### src/rtl/scr_pkg.sv
package scr_pkg;
  // control word bit positions (software decodes these)
  localparam int unsigned B_RUN   = 0;
  localparam int unsigned B_RST   = 1;
  localparam int unsigned B_SHORT = 2;
  localparam int unsigned B_FULL  = 3;
  localparam int unsigned B_STBY  = 4;
  // interrupt flag positions
  localparam int unsigned F_SHORT = 3;
  localparam int unsigned F_FULL  = 4;

  typedef enum logic {CAL_SHORT = 1'b0, CAL_FULL = 1'b1} cal_kind_e;
endpackage

### src/rtl/scr_reset_hold.sv
module scr_reset_hold #(
  parameter int unsigned HOLD = 2
) (
  input  logic clk,
  input  logic rst,
  input  logic wr_en,
  input  logic wr_rst,
  input  logic stby_val,
  output logic rst_bit,
  output logic standby
);
  localparam int unsigned CW = (HOLD > 1) ? $clog2(HOLD) : 1;
  localparam logic [CW-1:0] LOAD = CW'(HOLD - 1);

  logic [CW-1:0] cnt;

  always_ff @(posedge clk) begin
    if (rst) begin
      rst_bit <= 1'b1;
      cnt     <= LOAD;
      standby <= 1'b0;
    end else begin
      if (wr_en) standby <= stby_val;
      if (wr_rst) begin
        rst_bit <= 1'b1;
        cnt     <= LOAD;
      end else if (rst_bit && !standby) begin
        if (cnt == '0) rst_bit <= 1'b0;
        else           cnt     <= cnt - CW'(1);
      end
    end
  end
endmodule

### src/rtl/scr_cal_engine.sv
module scr_cal_engine
  import scr_pkg::*;
#(
  parameter int unsigned SHORT_CYC = 76,
  parameter int unsigned FULL_CYC  = 4944
) (
  input  logic clk,
  input  logic clr,
  input  logic req_short,
  input  logic req_full,
  input  logic allow,
  output logic busy,
  output logic rd_short,
  output logic rd_full,
  output logic fin_short,
  output logic fin_full
);
  localparam int unsigned MAXC = (FULL_CYC > SHORT_CYC) ? FULL_CYC : SHORT_CYC;
  localparam int unsigned CW   = $clog2(MAXC + 1);

  logic          pend_s, pend_f;
  logic [CW-1:0] cnt;
  cal_kind_e     kind;
  logic          nxt_s, nxt_f, go, fin;

  assign nxt_s = pend_s | req_short;
  assign nxt_f = pend_f | req_full;
  assign go    = (nxt_s | nxt_f) & ~busy & allow;
  assign fin   = busy & (cnt == '0);

  always_ff @(posedge clk) begin
    if (clr) begin
      pend_s <= 1'b0;
      pend_f <= 1'b0;
      busy   <= 1'b0;
      cnt    <= '0;
      kind   <= CAL_SHORT;
    end else if (busy) begin
      if (fin) busy <= 1'b0;
      else     cnt  <= cnt - CW'(1);
      pend_s <= nxt_s;
      pend_f <= nxt_f;
    end else if (go) begin
      busy   <= 1'b1;
      pend_s <= 1'b0;            // a short request is dropped if full wins
      pend_f <= 1'b0;
      if (nxt_f) begin
        kind <= CAL_FULL;
        cnt  <= CW'(FULL_CYC - 1);
      end else begin
        kind <= CAL_SHORT;
        cnt  <= CW'(SHORT_CYC - 1);
      end
    end else begin
      pend_s <= nxt_s;
      pend_f <= nxt_f;
    end
  end

  assign rd_short  = pend_s | (busy & (kind == CAL_SHORT));
  assign rd_full   = pend_f | (busy & (kind == CAL_FULL));
  assign fin_short = fin & (kind == CAL_SHORT);
  assign fin_full  = fin & (kind == CAL_FULL);
endmodule

### src/rtl/scr_run_ctrl.sv
module scr_run_ctrl #(
  parameter int unsigned PTR_W = 3
) (
  input  logic             clk,
  input  logic             clr,
  input  logic             wr_go,
  input  logic             wr_halt,
  input  logic             instr_done,
  input  logic             cal_busy,
  output logic             run_bit,
  output logic             seq_run,
  output logic             done_now,
  output logic [PTR_W-1:0] ptr
);
  logic halt_pend;

  assign done_now = instr_done & run_bit & ~cal_busy;
  assign seq_run  = run_bit & ~cal_busy;

  always_ff @(posedge clk) begin
    if (clr) begin
      run_bit   <= 1'b0;
      halt_pend <= 1'b0;
      ptr       <= '0;
    end else begin
      ptr <= ptr + PTR_W'(done_now);
      if (wr_go) begin
        run_bit   <= 1'b1;
        halt_pend <= 1'b0;
      end else if ((wr_halt || halt_pend) && done_now) begin
        run_bit   <= 1'b0;
        halt_pend <= 1'b0;
      end else if (wr_halt && run_bit) begin
        halt_pend <= 1'b1;
      end
    end
  end
endmodule

### src/rtl/seq_ctrl_reg.sv
module seq_ctrl_reg
  import scr_pkg::*;
#(
  parameter int unsigned DATA_W    = 16,
  parameter int unsigned PTR_W     = 3,
  parameter int unsigned IRQ_W     = 5,
  parameter int unsigned RST_HOLD  = 2,
  parameter int unsigned SHORT_CYC = 76,
  parameter int unsigned FULL_CYC  = 4944
) (
  input  logic              clk,
  input  logic              rst,
  input  logic              wr_en,
  input  logic [DATA_W-1:0] wr_data,
  output logic [DATA_W-1:0] rd_data,
  input  logic              instr_done,
  output logic              seq_run,
  output logic [PTR_W-1:0]  instr_ptr,
  output logic              fifo_clr,
  output logic              cal_busy,
  output logic              standby,
  output logic [IRQ_W-1:0]  irq_flags
);
  logic wr_rst, clr, cmd_ok, rst_bit, run_bit, done_now;
  logic rd_s, rd_f, fin_s, fin_f;
  logic unused_hi;

  assign unused_hi = ^wr_data;
  assign wr_rst = wr_en & wr_data[B_RST];
  assign clr    = rst | wr_rst;
  assign cmd_ok = wr_en & ~wr_rst & ~rst_bit;

  scr_reset_hold #(.HOLD(RST_HOLD)) u_hold (
    .clk      (clk),
    .rst      (rst),
    .wr_en    (wr_en),
    .wr_rst   (wr_rst),
    .stby_val (wr_data[B_STBY]),
    .rst_bit  (rst_bit),
    .standby  (standby)
  );

  scr_run_ctrl #(.PTR_W(PTR_W)) u_run (
    .clk        (clk),
    .clr        (clr),
    .wr_go      (cmd_ok & wr_data[B_RUN]),
    .wr_halt    (cmd_ok & ~wr_data[B_RUN]),
    .instr_done (instr_done),
    .cal_busy   (cal_busy),
    .run_bit    (run_bit),
    .seq_run    (seq_run),
    .done_now   (done_now),
    .ptr        (instr_ptr)
  );

  scr_cal_engine #(.SHORT_CYC(SHORT_CYC), .FULL_CYC(FULL_CYC)) u_cal (
    .clk       (clk),
    .clr       (clr),
    .req_short (cmd_ok & wr_data[B_SHORT]),
    .req_full  (cmd_ok & wr_data[B_FULL]),
    .allow     (~run_bit | done_now),
    .busy      (cal_busy),
    .rd_short  (rd_s),
    .rd_full   (rd_f),
    .fin_short (fin_s),
    .fin_full  (fin_f)
  );

  always_ff @(posedge clk) begin
    fifo_clr <= clr;
    if (clr) begin
      irq_flags <= '0;
    end else begin
      if (fin_s) irq_flags[F_SHORT] <= 1'b1;
      if (fin_f) irq_flags[F_FULL]  <= 1'b1;
    end
  end

  always_comb begin
    rd_data          = '0;
    rd_data[B_RUN]   = run_bit;
    rd_data[B_RST]   = rst_bit;
    rd_data[B_SHORT] = rd_s;
    rd_data[B_FULL]  = rd_f;
    rd_data[B_STBY]  = standby;
  end
endmodule

### config.mk
export PLATFORM = sky130hd
export DESIGN_NAME = seq_ctrl_reg
export DESIGN_NICKNAME = d
export VERILOG_FILES = /design/src/rtl/scr_pkg.sv /design/src/rtl/scr_reset_hold.sv /design/src/rtl/scr_cal_engine.sv /design/src/rtl/scr_run_ctrl.sv /design/src/rtl/seq_ctrl_reg.sv
export SDC_FILE = /design/constraint.sdc
export NUM_CORES = 1
export LEC_CHECK = 0
export ABC_AREA = 1
export BUFFER_PORTS_ARGS = -buffer_cell sky130_fd_sc_hd__buf_2
export CORE_ASPECT_RATIO = 1.1
export CORE_MARGIN = 5
export CORE_UTILIZATION = 46
export DETAILED_ROUTE_END_ITERATION = 6
export PLACE_DENSITY_LB_ADDON = 0.25
export SLEW_MARGIN = 20
export SYNTH_ARGS = -nofsm -noshare
export SYNTH_HDL_FRONTEND = slang
export SYNTH_HIERARCHICAL = 1
export SYNTH_SLANG_ARGS = --single-unit
### constraint.sdc
create_clock -name clk -period 1.4 [get_ports clk]
set_input_delay 0.07 -clock clk [delete_from_list [all_inputs] [get_ports clk]]
set_output_delay 0.07 -clock clk [all_outputs]
set_load 0.05 [all_outputs]
==> summary.md <==
| Metric | Value |
|---|---|
| Final ANT Viol Nets | 0 |
| Crit-path cells | nor2_4, inv_2, nand2_4, nand2_4, a21oi_4, a21oi_4, buf_6, nor2_4, a21oi_2 |
| CTS sink count | 28 |
| Height of the chip | 71.9 microns |
| Largest net degree at the start of global routing | 17 |
| GRT overflow | 0 |
| Vias in the first global route | approximately 1400 |
| Placed Cells incl. Taps | about 320 |
| Avg Cell Area, Syn | 7.00 sq um |
| Arr. time, crit path | 1.65 ns |
| Top-area cell type share of the netlist area | 35.0% |
| I/O Buffers | 22 |
| Clk_lat worst skew | 0.34 ns |
| Ranking of synthesized cells by instance count | 41 x nor2_1, 38 x nand2_1, 29 x inv_1 |
| Worst setup path startpoint | u_cal/busy$_SDFF_PP0_ |
| CP max FO | 5 |
| Mapped Area | 0.00160 sq mm |
| Crit Reg-Reg Endpoint | u_cal/cnt[12]$_SDFFE_PP0P_ |
| Slowest stage delay, CP | 0.40 ns |
| Via Count | 1507 |
| Count leader, synth | nor2_1 |
| Crit-path slowest cell | dfxtp_4 |
| Number of flops mapped to enable cells by yosys | 0 |
| Crit path launch type | flop |
| Endpoint class of the critical path | flop |
| Max reg flops | 13 |
| P_leak | 1.03 nW |
| Asr flop ratio synth | 0% |
| WL final | 3.48 mm |
| Top cells by area in the synthesized netlist | dfxtp_1 35%, nor2_1 9.6%, buf_4 8.9% |
| Crit Path Class | flop to flop |
| Max VDD drop | ~0.6 mV |
| RSZ-0062 raised after global routing | yes |
| Layout cell share with drive strength beyond 1 | 40.5% |
| DR DRC count | 0 |
| Final setup fails | 3 |
| First-pass iteration count of the detailed router | 4 |
| Avg WL per Cell | 10.6 microns |
| Area grow syn2layout | 34.1% |
| F_max | a little over 700 MHz |
| CTS root buffer | clkbuf_4 |
| Min-delay worst type | input port to flop |
| Ratio of final minimum period to clock period | 101% |
| FF-to-FF setup slack | -0.02 ns |
| CTS tree | yes |
| All-Layer GR Usage | between 10% and 20% |
| Initial Util | 47.7% |
| Setup TNS | -0.0416 ns |
| CTS Buf Count | 3 |
| Nets | roughly 300 |
| Cell count after synthesis | 229 |
| Clock transition at path regs | approximately 0.17 ns |
| Num ports | 48 |
| Initial drt markers | 86 |
| Synth unique cells | 32 |
| Final setup margin | -0.0168 ns |
| Core Rows | 22 |
| Die X | 66.3 microns |
| Final Critical Period | roughly 1.4 ns |
| Top reg by flops | u_cal/cnt |
| Synth Register Bits | 28 |
| Largest registers | u_cal/cnt: 13 flops, u_run/ptr: 3 flops, irq_flags: 2 flops |
| Clk buf depth | 2 |
| Die area | 0.00477 sq mm |
| Worst clock skew | about 0.018 ns |
| Non-filler instance count after layout | approximately 330 |
| Pwr/cell area | 827 mW/mm^2 |
| Yosys Warn Count | 6 |
| Max cap viols | 0 |
| H-tree levels | 1 |
| Worst path required time | 1.63 ns |
| Hold Fails Final Rpt | 0 |
| Seq/Total Area, Yosys | 35.0% |
| N_diodes | 0 |
| Hold Startpoint | wr_data[4] |
| Most used DFF post-synth | dfxtp_1 |
| Via/cell ratio | 4.61 |
| Synth area leader | dfxtp_1 |
| Crit Reg-Reg Startpoint | u_cal/busy$_SDFF_PP0_ |
| Status | complete, but fails checks |
| Setup crit end | u_cal/cnt[12]$_SDFFE_PP0P_ |
| Antenna violations before repair | 0 |
| Core area | 0.00336 sq mm |
| Gpl congestion | about 0.85 |
| Reg2Reg Depth | 9 |
| Max-slew violation count | 0 |
| Pre-CTS WS | -0.0600 ns |
| First-pass GRT wire length | just under 6 mm |
| Violated checks | setup timing |
| HPWL Detailed | between 2 and 3 mm |
how the worst min path moves through the flow:
stage / to / slack [ns] / cells after the start
2_1_floorplan: u_hold/cnt$_SDFFE_PP1P_ / 0.17 / 2
3_3_place_gp: u_hold/cnt$_SDFFE_PP1P_ / 0.31 / 3
3_5_place_dp: u_hold/rst_bit$_SDFFE_PP1P_ / 0.31 / 3
4_1_cts: u_hold/standby$_SDFFE_PP0P_ / 0.004 / 3
5_1_grt: u_hold/standby$_SDFFE_PP0P_ / 0.02 / 3
6_report: u_hold/standby$_SDFFE_PP0P_ / 0.02 / 5
cells by family after synthesis:
| group | Yosys count | synth area share, % |
|---|---|---|
| adders and majority gates | 4 | 3.12 |
| buffers and inverters | 53 | 17.4 |
| and+or+nand+nor | 111 | 31.3 |
| AOI/OAI and AO/OA | 28 | 10.8 |
| other | 1 | 0.234 |
| DFF | 28 | 35.0 |
| xor gates and xnor gates | 4 | 2.19 |
per-stage QoR:
| stage | hold slack, ns | total power, mW | util [%] | area [sq um] |
|---|---|---|---|---|
| global placement | 0.312 | 1.21 | 55.7 | 1870 |
| finish | 0.0207 | 1.78 | 64.0 | 2150 |
| global route | 0.0194 | 1.87 | 64.0 | 2150 |
| detailed placement | 0.312 | 1.21 | 55.7 | 1870 |
| CTS | 0.00418 | 1.77 | 59.9 | 2010 |
| floorplan | 0.174 | 1.16 | - | 1670 |
placed cells by master, fill, tap and decap left out, types with 2 or more instances in the layout:
cell      instances
nor2_1           29
buf_2            21
dfxtp_1          20
inv_1            26
clkbuf_4          4
nand2_4           4
o21ai_1           5
nand2_1          31
a21oi_1           8
nand2_2           8
nand3_2           3
o21bai_1          3
dfxtp_2           7
xor2_1            2
nand2_8           2
o21ai_0           3
nor2_2           11
nor2_4            7
ha_1              3
buf_4            30
conb_1           14
inv_2             4
xnor2_1           2
a21oi_2           4
nand3_1           9
nor3_1            4
a21oi_4           2
critical path, delay by kind of cell, from the launching register on:
kind / cells / cell delay (ns)
buffers and inverters: 2 / 0.18
DFF: 1 / 0.40
and+or+nand+nor: 4 / 0.41
AOI/OAI and AO/OA: 3 / 0.32
metal layers:
| metal | wire, microns | global-route usage, % | vias up |
|---|---|---|---|
| met4 | 24 | 5.42 | 0 |
| met1 | 1530 | 20.3 | 686 |
| met5 | 0 | 0 | - |
| met3 | 142 | 2.17 | 2 |
| li1 | - | - | 782 |
| met2 | 1790 | 25.6 | 37 |
repair_timing:
item / 4_1_cts / 5_1_grt
hold buffers: 1 / 0
hold endpoints to repair: 3 / 0
gates resized for setup: 17 / 32
gates cloned: 1 / 0
pin swaps: 6 / 13
setup endpoints to repair: 13 / 15
setup buffers: 1 / 4
power breakdown:
group	total (mW)	internal [mW]	switching (mW)
combinational	0.411	0.131	0.280
sequential	0.826	0.814	0.0124
clock	0.540	0.289	0.251
total	1.78	1.23	0.543
cell type report:
cell class,count,area [sq um]
inverter,31,119
clock buffer,3,22.5
tap,48,60.1
multi-input combinational,162,986
fill,301,1210
timing repair buffer,54,359
clock inverter,1,30.0
sequential,28,573
(Power assumes the default switching activity.)
